<file path="src/rtl/intc_regs_pkg.sv">
package intc_regs_pkg;

   typedef enum logic [1:0] {
      WR_NONE,
      WR_OR,
      WR_ANDN,
      WR_LOAD
   } wr_kind_e;

   localparam int DEF_IDS = 32;
   localparam int DEF_IDW = 5;

   // Default chain table: group 20 -> 3 -> 4 -> 5, group 21 -> 7 -> 8
   function automatic logic [DEF_IDS*DEF_IDW-1:0] def_next_table();
      logic [DEF_IDS*DEF_IDW-1:0] t;
      t = '0;
      t[20*DEF_IDW +: DEF_IDW] = 5'd3;
      t[3*DEF_IDW  +: DEF_IDW] = 5'd4;
      t[4*DEF_IDW  +: DEF_IDW] = 5'd5;
      t[21*DEF_IDW +: DEF_IDW] = 5'd7;
      t[7*DEF_IDW  +: DEF_IDW] = 5'd8;
      return t;
   endfunction

endpackage

</file>
<file path="src/rtl/intc_addr_match.sv">
module intc_addr_match
   import intc_regs_pkg::*;
#(
   parameter int                ADDR_W    = 8,
   parameter int                ALIAS_BIT = 7,
   parameter logic [ADDR_W-1:0] SET_ADDR  = '0,
   parameter logic [ADDR_W-1:0] CLR_ADDR  = '0,
   parameter bit                DUAL      = 1'b1
) (
   input  logic [ADDR_W-1:0] addr,
   output wr_kind_e          kind
);
   localparam logic [ADDR_W-1:0] FOLD = ~(ADDR_W'(1) << ALIAS_BIT);

   logic set_hit;
   logic clr_hit;

   if (ALIAS_BIT >= ADDR_W) begin : g_bad_alias
      $error("ALIAS_BIT must lie inside the address");
   end

   assign set_hit = (addr & FOLD) == (SET_ADDR & FOLD);

   if (DUAL) begin : g_dual
      assign clr_hit = (addr & FOLD) == (CLR_ADDR & FOLD);
   end else begin : g_single
      assign clr_hit = 1'b0;
   end

   always_comb begin
      if (set_hit)      kind = DUAL ? WR_OR : WR_LOAD;
      else if (clr_hit) kind = WR_ANDN;
      else              kind = WR_NONE;
   end

endmodule

</file>
<file path="src/rtl/intc_field_diff.sv">
module intc_field_diff #(
   parameter int REG_W = 8,
   parameter int FW    = 1
) (
   input  logic [REG_W-1:0] old_v,
   input  logic [REG_W-1:0] new_v,
   output logic [REG_W-1:0] chg,
   output logic [REG_W-1:0] nz
);
   localparam int NF = REG_W / FW;

   if (REG_W % FW != 0) begin : g_bad_fw
      $error("field width must divide the register width");
   end

   // slot s holds the s-th field counted from the most significant end
   for (genvar s = 0; s < REG_W; s++) begin : g_slot
      if (s < NF) begin : g_live
         logic [FW-1:0] f_old;
         logic [FW-1:0] f_new;
         assign f_old  = old_v[(NF-1-s)*FW +: FW];
         assign f_new  = new_v[(NF-1-s)*FW +: FW];
         assign chg[s] = f_old != f_new;
         assign nz[s]  = |f_new;
      end else begin : g_pad
         assign chg[s] = 1'b0;
         assign nz[s]  = 1'b0;
      end
   end

endmodule

</file>
<file path="src/rtl/intc_strobe_walker.sv">
module intc_strobe_walker #(
   parameter int                                 REG_W     = 8,
   parameter int                                 NUM_REGS  = 3,
   parameter int                                 ID_W      = 5,
   parameter int                                 NUM_IDS   = 32,
   parameter logic [NUM_REGS*REG_W*ID_W-1:0]     FIELD_MAP = '0,
   parameter logic [NUM_IDS*ID_W-1:0]            NEXT_ID   = '0,
   parameter logic [NUM_IDS-1:0]                 IS_SRC    = '0,
   localparam int                                RIW       = (NUM_REGS > 1) ? $clog2(NUM_REGS) : 1
) (
   input  logic             clk,
   input  logic             rst_n,
   input  logic             start,
   input  logic [RIW-1:0]   start_reg,
   input  logic [REG_W-1:0] start_chg,
   input  logic [REG_W-1:0] start_nz,
   output logic             busy,
   output logic             stb_valid,
   output logic [ID_W-1:0]  stb_id,
   output logic             stb_en
);
   localparam int SW = (REG_W > 1) ? $clog2(REG_W) : 1;

   logic             act_q, grp_q, pol_q;
   logic [ID_W-1:0]  cur_q;
   logic [REG_W-1:0] pend_q, nz_q;
   logic [RIW-1:0]   reg_q;

   logic [REG_W-1:0] src_m, src_nz;
   logic [RIW-1:0]   src_reg;
   logic [SW-1:0]    k;
   logic [ID_W-1:0]  load_id, next_id;
   logic             chain_go;

   always_comb begin
      src_m   = start ? start_chg : pend_q;
      src_nz  = start ? start_nz  : nz_q;
      src_reg = start ? start_reg : reg_q;
      k = '0;
      for (int i = REG_W - 1; i >= 0; i--) begin
         if (src_m[i]) k = SW'(i);
      end
      load_id  = FIELD_MAP[(int'(src_reg) * REG_W + int'(k)) * ID_W +: ID_W];
      next_id  = NEXT_ID[int'(cur_q) * ID_W +: ID_W];
      chain_go = act_q && (cur_q != '0) && (grp_q || !IS_SRC[cur_q]) && (next_id != '0);
   end

   always_ff @(posedge clk or negedge rst_n) begin
      if (!rst_n) begin
         act_q  <= 1'b0;
         grp_q  <= 1'b0;
         pol_q  <= 1'b0;
         cur_q  <= '0;
         pend_q <= '0;
         nz_q   <= '0;
         reg_q  <= '0;
      end else if (start || (act_q && !chain_go)) begin
         // take the next changed field, or go idle when none is left
         act_q  <= |src_m;
         cur_q  <= load_id;
         pol_q  <= src_nz[k];
         grp_q  <= 1'b0;
         pend_q <= src_m & ~(REG_W'(1) << k);
         nz_q   <= src_nz;
         reg_q  <= src_reg;
      end else if (chain_go) begin
         cur_q <= next_id;
         grp_q <= 1'b1;
      end
   end

   assign busy      = act_q | (|pend_q);
   assign stb_valid = act_q && (cur_q != '0) && IS_SRC[cur_q];
   assign stb_id    = cur_q;
   assign stb_en    = pol_q;

endmodule

</file>
<file path="src/rtl/intc_maskprio_regs.sv">
module intc_maskprio_regs
   import intc_regs_pkg::*;
#(
   parameter int  ADDR_W    = 8,
   parameter int  REG_W     = 8,
   parameter int  NUM_REGS  = 3,
   parameter int  PRIO_FW   = 4,
   parameter int  NUM_IDS   = 32,
   parameter int  ALIAS_BIT = 7,
   localparam int ID_W      = $clog2(NUM_IDS),
   localparam int RIW       = (NUM_REGS > 1) ? $clog2(NUM_REGS) : 1,
   parameter logic [NUM_REGS-1:0]             REG_IS_PRIO = 3'b110,
   parameter logic [NUM_REGS-1:0]             REG_DUAL    = 3'b011,
   parameter logic [NUM_REGS*ADDR_W-1:0]      SET_ADDRS   = {8'h20, 8'h18, 8'h10},
   parameter logic [NUM_REGS*ADDR_W-1:0]      CLR_ADDRS   = {8'h00, 8'h1C, 8'h14},
   parameter logic [NUM_REGS*REG_W*ID_W-1:0]  FIELD_MAP   = {
      5'd0, 5'd0, 5'd0, 5'd0, 5'd0, 5'd0, 5'd30, 5'd12,
      5'd0, 5'd0, 5'd0, 5'd0, 5'd0, 5'd0, 5'd21, 5'd11,
      5'd10, 5'd9, 5'd6, 5'd20, 5'd0, 5'd3, 5'd2, 5'd1},
   parameter logic [NUM_IDS*ID_W-1:0]         NEXT_ID     = def_next_table(),
   parameter logic [NUM_IDS-1:0]              IS_SRC      = 32'h0000_1FFE
) (
   input  logic              clk,
   input  logic              rst_n,
   input  logic              wr_en,
   input  logic [ADDR_W-1:0] wr_addr,
   input  logic [REG_W-1:0]  wr_data,
   input  logic [ADDR_W-1:0] rd_addr,
   output logic [REG_W-1:0]  rd_data,
   output logic              busy,
   output logic              stb_valid,
   output logic [ID_W-1:0]   stb_id,
   output logic              stb_en
);
   if (NUM_IDS != (1 << ID_W)) begin : g_bad_ids
      $error("NUM_IDS must be a power of two");
   end
   if (REG_W % PRIO_FW != 0) begin : g_bad_prio
      $error("PRIO_FW must divide REG_W");
   end

   logic [REG_W-1:0]          val_q  [NUM_REGS];
   logic [REG_W-1:0]          nxt_v  [NUM_REGS];
   logic [REG_W-1:0]          chg_v  [NUM_REGS];
   logic [REG_W-1:0]          nz_v   [NUM_REGS];
   wr_kind_e                  wr_kind[NUM_REGS];
   wr_kind_e                  rd_kind[NUM_REGS];
   logic [NUM_REGS-1:0]       wr_hit, rd_hit;
   logic [NUM_REGS*REG_W-1:0] regs_flat;
   logic [RIW-1:0]            sel;
   logic                      found, accept;

   for (genvar r = 0; r < NUM_REGS; r++) begin : g_reg
      if (!REG_IS_PRIO[r] && !REG_DUAL[r]) begin : g_bad_mask
         $error("mask registers need a set and a clear address");
      end

      intc_addr_match #(
         .ADDR_W(ADDR_W), .ALIAS_BIT(ALIAS_BIT),
         .SET_ADDR(SET_ADDRS[r*ADDR_W +: ADDR_W]),
         .CLR_ADDR(CLR_ADDRS[r*ADDR_W +: ADDR_W]),
         .DUAL(REG_DUAL[r])
      ) u_wmatch (.addr(wr_addr), .kind(wr_kind[r]));

      intc_addr_match #(
         .ADDR_W(ADDR_W), .ALIAS_BIT(ALIAS_BIT),
         .SET_ADDR(SET_ADDRS[r*ADDR_W +: ADDR_W]),
         .CLR_ADDR(CLR_ADDRS[r*ADDR_W +: ADDR_W]),
         .DUAL(REG_DUAL[r])
      ) u_rmatch (.addr(rd_addr), .kind(rd_kind[r]));

      assign wr_hit[r] = wr_kind[r] != WR_NONE;
      assign rd_hit[r] = rd_kind[r] != WR_NONE;

      always_comb begin
         case (wr_kind[r])
            WR_OR:   nxt_v[r] = val_q[r] | wr_data;
            WR_ANDN: nxt_v[r] = val_q[r] & ~wr_data;
            WR_LOAD: nxt_v[r] = wr_data;
            default: nxt_v[r] = val_q[r];
         endcase
      end

      if (REG_IS_PRIO[r]) begin : g_prio
         intc_field_diff #(.REG_W(REG_W), .FW(PRIO_FW)) u_diff (
            .old_v(val_q[r]), .new_v(nxt_v[r]), .chg(chg_v[r]), .nz(nz_v[r]));
      end else begin : g_mask
         intc_field_diff #(.REG_W(REG_W), .FW(1)) u_diff (
            .old_v(val_q[r]), .new_v(nxt_v[r]), .chg(chg_v[r]), .nz(nz_v[r]));
      end

      always_ff @(posedge clk or negedge rst_n) begin
         if (!rst_n)                          val_q[r] <= '0;
         else if (accept && sel == RIW'(r))   val_q[r] <= nxt_v[r];
      end

      assign regs_flat[r*REG_W +: REG_W] = val_q[r];
   end

   always_comb begin
      sel   = '0;
      found = 1'b0;
      for (int r = 0; r < NUM_REGS; r++) begin
         if (wr_hit[r] && !found) begin
            sel   = RIW'(r);
            found = 1'b1;
         end
      end
      accept = wr_en && !busy && found;
   end

   always_comb begin
      rd_data = '0;
      for (int r = 0; r < NUM_REGS; r++) begin
         if (rd_hit[r]) rd_data = rd_data | val_q[r];
      end
   end

   intc_strobe_walker #(
      .REG_W(REG_W), .NUM_REGS(NUM_REGS), .ID_W(ID_W), .NUM_IDS(NUM_IDS),
      .FIELD_MAP(FIELD_MAP), .NEXT_ID(NEXT_ID), .IS_SRC(IS_SRC)
   ) u_walker (
      .clk(clk), .rst_n(rst_n),
      .start(accept), .start_reg(sel),
      .start_chg(chg_v[sel]), .start_nz(nz_v[sel]),
      .busy(busy), .stb_valid(stb_valid), .stb_id(stb_id), .stb_en(stb_en)
   );

endmodule

</file>
<file path="config.mk">
export PLATFORM = sky130hd
export DESIGN_NAME = intc_maskprio_regs
export DESIGN_NICKNAME = d
export VERILOG_FILES = /design/src/rtl/intc_regs_pkg.sv /design/src/rtl/intc_addr_match.sv /design/src/rtl/intc_field_diff.sv /design/src/rtl/intc_strobe_walker.sv /design/src/rtl/intc_maskprio_regs.sv
export SDC_FILE = /design/constraint.sdc
export NUM_CORES = 1
export LEC_CHECK = 0
export CAP_MARGIN = 20
export CORE_ASPECT_RATIO = 0.8
export CORE_MARGIN = 2
export CORE_UTILIZATION = 62
export DETAILED_ROUTE_END_ITERATION = 6
export PLACE_DENSITY = 0.89
export SKIP_CTS_REPAIR_TIMING = 1
export SLEW_MARGIN = 20
export SYNTH_ARGS = -nofsm -noshare
export SYNTH_HDL_FRONTEND = slang
export SYNTH_SLANG_ARGS = --single-unit
</file>
<file path="constraint.sdc">
create_clock -name clk -period 8.15 [get_ports clk]
set_clock_uncertainty 0.05 [all_clocks]
set_input_delay 0.815 -clock clk [delete_from_list [all_inputs] [get_ports clk]]
set_output_delay 0.815 -clock clk [all_outputs]
set_load 0.01 [all_outputs]
</file>
==> results.json, run 1 <==
{
  "status": "finished, final reports clean",
  "dp_hpwl_um": 7649,
  "layout_min_cycle_time_ns": 5.975,
  "critical_path_class": "input port to flip-flop",
  "ctsHtreeMaxLevel": 2,
  "synth_edf_count": 0,
  "synth_top_cells_by_area": "dfrtp_1 32%, nand2_1 5.8%, ha_1 5.7%",
  "vias_per_cell": 6.781,
  "arrival_ns": 6.17,
  "slew_headroom": 0.3192,
  "grt_usage": 0.3152,
  "wl_per_cell_um": 19.20,
  "use_met2": 0.5044,
  "worstHoldPathCells": 1,
  "post-synth-top-count-cell": "nand2_1",
  "yosysWarnings": 0,
  "gp_congestion": 0.9544,
  "drive_above_1_share": 0.09853,
  "leakage_nw": 1.920,
  "dr.pass1.iters": 6,
  "wl_um": 10720,
  "ant_nets": 0,
  "die_area_mm2": 0.007034,
  "r2r_cells": 14,
  "overflow": 0,
  "start_kind": "input port",
  "clk_latency_ns": 0.31,
  "use_met1": 0.4604,
  "worst_pin_slew_ns": 1.019,
  "maxSlewViolCount": 0,
  "drv_cap": 0,
  "dr_total_vias": 3784,
  "port_buffers": 40,
  "post-route-drc-count": 0,
  "num_rows": 25,
  "cts_buffers": 5,
  "fill_cells": 425,
  "clk_pin_slew_ns": 0.09,
  "multi_input_area_mm2": 0.002507,
  "synth_top_area_cell": "dfrtp_1",
  "final.setup.tns_ns": 0,
  "yosys.area.top_type_share": 0.3166,
  "synthesis.area_mm2": 0.003953,
  "p_per_area_mw_per_mm2": 160.9,
  "first_global_vias": 3501,
  "endpoint_kind": "flip-flop",
  "synth_cell_type_count": 72,
  "synthCells": 452,
  "min_path_type": "flip-flop to flip-flop",
  "clockRootBuffer": "clkbuf_8",
  "hold_violations": 0,
  "fp.dieW_um": 93.27,
  "synthTopCellsByCount": "61 x nand2_1, 50 x dfrtp_1, 28 x nor2_1, 28 x o21ai_0, 23 x inv_1",
  "start_util": 0.6547,
  "setup_viol": 0,
  "fmax_mhz": 167.4,
  "drtIter0Drc": 460,
  "grt_use_met3": 0.05836,
  "synth_ff_type": "dfrtp_1",
  "grt_max_degree": 51,
  "rsz0062_at_grt": "false",
  "cts.sinks": 50,
  "synth.avg_cell_area_um2": 8.745,
  "ir_worst_vdd_mv": 0.1054,
  "power_mw": 0.7276,
  "min_period_over_period": 0.7331,
  "antenna_found_initial": 0,
  "io_pins": 43,
  "grt_busiest_layer": "met2",
  "async_flop_share": 1.000,
  "nNetsFinal": 522,
  "cts_tree": "done",
  "clk_path_buf_depth": 2,
  "antennaDiodeCount": 0,
  "synth_nets": 498,
  "grt_pass1_wl_um": 17390,
  "crit_path_max_fanout": 34,
  "ys_seq_area_frac": 0.3166,
  "die_y_um": 75.42,
  "regArea_mm2": 0.001251,
  "cp.required_ns": 8.34,
  "area_delta_synth_final_pct": 14.37,
  "ys_ff_latch": 50,
  "fp.coreArea_mm2": 0.006037
}
## flip-flops by register name, summed over array words and instances, names as in the netlist
register and flops:
u_walker.stb_en 1, regs_flat 24, u_walker.nz_q 8, u_walker.reg_q 2, u_walker.grp_q 1, u_walker.pend_q 8, u_walker.stb_id 5, u_walker.act_q 1
## stage by stage
step | hold WS (ns) | worst slack [ns] | instance area (um^2) | util | cells
finish | 0.4351 | 2.175 | 4521 | 0.7488 | 558
global placement | 0.4101 | 2.075 | 4369 | 0.7237 | 550
floorplan | 0.4005 | 3.301 | 3953 | - | 452
CTS | 0.4365 | 2.331 | 4512 | 0.7474 | 558
global route | 0.4559 | 1.793 | 4521 | 0.7488 | 558
detailed placement | 0.4160 | 2.033 | 4369 | 0.7237 | 550
## power by group
group	internal [mW]	total, mW	switching, mW	leakage, nW
clock	0.131	0.215	0.0842	0.0714
combinational	0.0929	0.210	0.117	1.17
sequential	0.273	0.302	0.0298	0.675
## metal layers
layer  vias up  share of wire
li1       1736              -
met1      1826           0.44
met2       212           0.46
met3        10          0.091
met4         0         0.0077
met5         -              0
## layout make-up
| cell class | count | share of cell area |
|---|---|---|
| sequential | 50 | 0.2768 |
| clock buffer | 6 | 0.01827 |
| inverter | 24 | 0.01993 |
| timing repair buffer | 44 | 0.09466 |
| multi-input combinational | 351 | 0.5547 |
| clock inverter | 2 | 0.01329 |
| tap | 81 | 0.02242 |
## worst max-delay path: stages
cell and delay [ns]:
clkdlybuf4s50_1 0.46, buf_4 0.35, nor4_1 0.10, and3_1 0.27, and2_1 0.40, a21oi_1 0.31, nand3_2 0.25, nor3_2 0.54
ha_1 0.38, fa_1 0.51, xnor2_1 0.73, nand2_1 0.24, or3_1 0.39, a31oi_1 0.22, a221o_1 0.17
## cells by family after synthesis
| logic type | synth area share |
|---|---|
| AO/OA/AOI/OAI | 0.2583 |
| AND/OR/NAND/NOR | 0.1912 |
| buffers and inverters | 0.05065 |
| flip-flops | 0.3166 |
| multiplexers | 0.07471 |
| XOR/XNOR | 0.04653 |
| adder cells (fa/ha/maj) | 0.06205 |
## path summary, 6_finish.rpt
kind,end,from,slack [ns]
setup / recovery,u_walker.stb_id[1],wr_addr[2],2.18
hold / removal,u_walker.reg_q[0],u_walker.reg_q[0],0.44
setup reg to reg,u_walker.stb_id[1],u_walker.pend_q[3],2.67
hold reg to reg,u_walker.reg_q[0],u_walker.reg_q[0],0.44
max in group asynchronous,u_walker.grp_q,rst_n,7.14
min in group asynchronous,regs_flat[9],rst_n,0.46
## cell usage in the layout (no fill, tap or decap), types with 6 or more instances in the layout
cell type	netlist	routed
clkdlybuf4s50_1	0	39
ha_1	18	18
xnor2_1	20	20
mux2i_1	7	7
nor3_1	6	6
a222oi_1	10	10
clkbuf_8	0	6
a31oi_1	18	18
mux2_2	18	18
o22ai_1	6	6
dfrtp_1	50	50
inv_1	23	23
nand2_1	61	61
a21oi_1	19	19
o21ai_0	28	28
o31ai_1	6	6
nor2_1	28	28
a22o_1	7	7
a21o_1	7	7
Note: power is estimated with default switching activity, not from simulation.
==> inputs of run 2 (changes only) <==
--- a/config.mk
+++ b/config.mk
@@ -8,9 +8,9 @@
 export CAP_MARGIN = 20
 export CORE_ASPECT_RATIO = 0.8
 export CORE_MARGIN = 2
-export CORE_UTILIZATION = 62
+export CORE_UTILIZATION = 58
 export DETAILED_ROUTE_END_ITERATION = 6
-export PLACE_DENSITY = 0.89
+export PLACE_DENSITY = 0.84
 export SKIP_CTS_REPAIR_TIMING = 1
 export SLEW_MARGIN = 20
 export SYNTH_ARGS = -nofsm -noshare
==> constraint.sdc (replaced) <==
create_clock -name clk -period 5.8 [get_ports clk]
set_clock_uncertainty 0.05 [all_clocks]
set_input_delay 0.58 -clock clk [delete_from_list [all_inputs] [get_ports clk]]
set_output_delay 0.58 -clock clk [all_outputs]
set_load 0.01 [all_outputs]
==> run 2 against run 1 <==
Effect of this change:
- sequential cell count did not move
- core utilization down 4.5 points
- clock-buffer cell count down 1
- register-to-register slack worse by 1.7 ns
- worst setup slack got worse by 1.6 ns
- sequential power rose by 41%
- combinational power increased by 45%
- largest cell class unchanged
- largest power group unchanged
==> results.json, run 2 (synthesized netlist as in run 1, its figures left out) <==
{
  "die_area_mm2": 0.007495,
  "clockRootBuffer": "clkbuf_8",
  "fp.coreArea_mm2": 0.006474,
  "p_per_area_mw_per_mm2": 215.1,
  "path_cells": "clkdlybuf4s50_1 > buf_4 > xnor2_1 > a31oi_1 > nand2_1 > nor2_1 > nor3_2 > buf_4 > ha_1 > ha_1 > fa_1 > inv_1 > nor2_1 > a211oi_1 > a21oi_1 > nor3_1 > a32o_1 > a221o_1",
  "status": "finished, final reports clean",
  "ir_worst_vdd_mv": 0.1233,
  "cts_tree": "done",
  "crit_end": "u_walker.stb_id[4]",
  "drtIter0Drc": 499,
  "crit_path_max_fanout": 20,
  "wl_per_cell_um": 19.33,
  "vias_per_cell": 6.673,
  "wl_um": 11000,
  "start_util": 0.6106,
  "fp.dieW_um": 96.30,
  "critical_path_class": "input port to flip-flop",
  "maxSlewViolCount": 0,
  "path_buf_inv": 4,
  "clk_latency_ns": 0.31,
  "cts.sinks": 50,
  "crit_family": "buffers and inverters",
  "wl_met3_um": 1088,
  "layout_common_cells": "61 x nand2_1, 50 x dfrtp_1, 39 x clkdlybuf4s50_1",
  "gp_congestion": 0.9390,
  "overflow": 0,
  "port_buffers": 40,
  "endpoint_kind": "flip-flop",
  "antennaDiodeCount": 0,
  "antenna_found_initial": 0,
  "first_global_vias": 3495,
  "area_delta_synth_final_pct": 15.19,
  "r2r_slack_ns": 0.94,
  "die_y_um": 77.84,
  "grt_usage": 0.3030,
  "slew_headroom": 0.3277,
  "cp.required_ns": 5.95,
  "start_kind": "input port",
  "largest_reg_flops": 24,
  "dp_hpwl_um": 7935,
  "ctsHtreeMaxLevel": 2,
  "cp.depth": 18,
  "clk_path_buf_depth": 2,
  "highest_layer": "met4",
  "grt_pass1_wl_um": 17960,
  "post-route-drc-count": 0,
  "io_pins": 43,
  "nNetsFinal": 530,
  "dr_total_vias": 3797,
  "grt_max_degree": 51,
  "num_rows": 26,
  "hold_violations": 0,
  "min_period_over_period": 0.8957,
  "rr_startpoint": "u_walker.pend_q[3]",
  "crit_start": "wr_addr[2]",
  "r2r_cells": 14,
  "layout_commonest_cell": "nand2_1",
  "final.setup.tns_ns": 0,
  "rsz0062_at_grt": "false",
  "drv_cap": 0,
  "ant_nets": 0,
  "fmax_mhz": 192.5,
  "drive_above_1_share": 0.1155,
  "min_path_type": "input port to async pin",
  "layout_min_cycle_time_ns": 5.195,
  "wl_met1_um": 5066,
  "route.met2.wl_um": 4764,
  "dr.pass1.iters": 6,
  "power_mw": 0.9795,
  "clk_pin_slew_ns": 0.09,
  "arrival_ns": 5.34,
  "cpPeakStageDelay_ns": 0.85,
  "cts_buffers": 5,
  "worst_pin_slew_ns": 1.006,
  "fin_util": 0.7033,
  "r2r-end": "u_walker.stb_id[4]",
  "leakage_nw": 1.949,
  "cp_slowest_cell": "clkdlybuf4s50_1",
  "setup_viol": 0
}
-- run 2: how the worst min path moves through the flow --
| stage | startpoint | cells after the start | end |
|---|---|---|---|
| 2_1_floorplan | rst_n | 0 | regs_flat[0] |
| 3_3_place_gp | u_walker.reg_q[1] | 1 | u_walker.reg_q[1] |
| 3_5_place_dp | u_walker.reg_q[0] | 1 | u_walker.reg_q[0] |
| 4_1_cts | u_walker.reg_q[0] | 1 | u_walker.reg_q[0] |
| 5_1_grt | rst_n | 1 | regs_flat[10] |
| 6_report | rst_n | 1 | regs_flat[10] |
-- run 2: per-layer routing --
layer	vias to the layer above	global-route usage
li1	1748	-
met1	1833	0.4748
met2	206	0.4333
met3	10	0.06117
met4	0	0.05211
met5	-	0
-- run 2: through the flow --
stage / hold WS [ns] / setup WS [ns] / instance area, um^2 / std cells
after detailed placement: 0.4320 / 0.4333 / 4439 / 561
after floorplan: 0.2344 / 1.186 / 3953 / 452
final: 0.2364 / 0.6047 / 4553 / 569
after CTS: 0.4526 / 0.6778 / 4548 / 569
after global placement: 0.4252 / 0.4990 / 4433 / 561
after global routing: 0.2825 / 0.3730 / 4553 / 569
-- run 2: power by group --
part,switching (mW),internal [mW],total [mW]
Clock,0.122,0.127,0.249
Combinational,0.170,0.136,0.305
Sequential,0.0420,0.383,0.425
Total,0.333,0.646,0.980
-- run 2: area by class of cell --
cell class                      instances  area [um^2]
Sequential cell                        50         1251
Clock inverter                          3        40.04
Inverter                               24        90.09
Multi-Input combinational cell        351         2510
Fill cell                             528         1921
Clock buffer                            5        68.82
Timing Repair Buffer                   52        488.0
Tap cell                               84        105.1
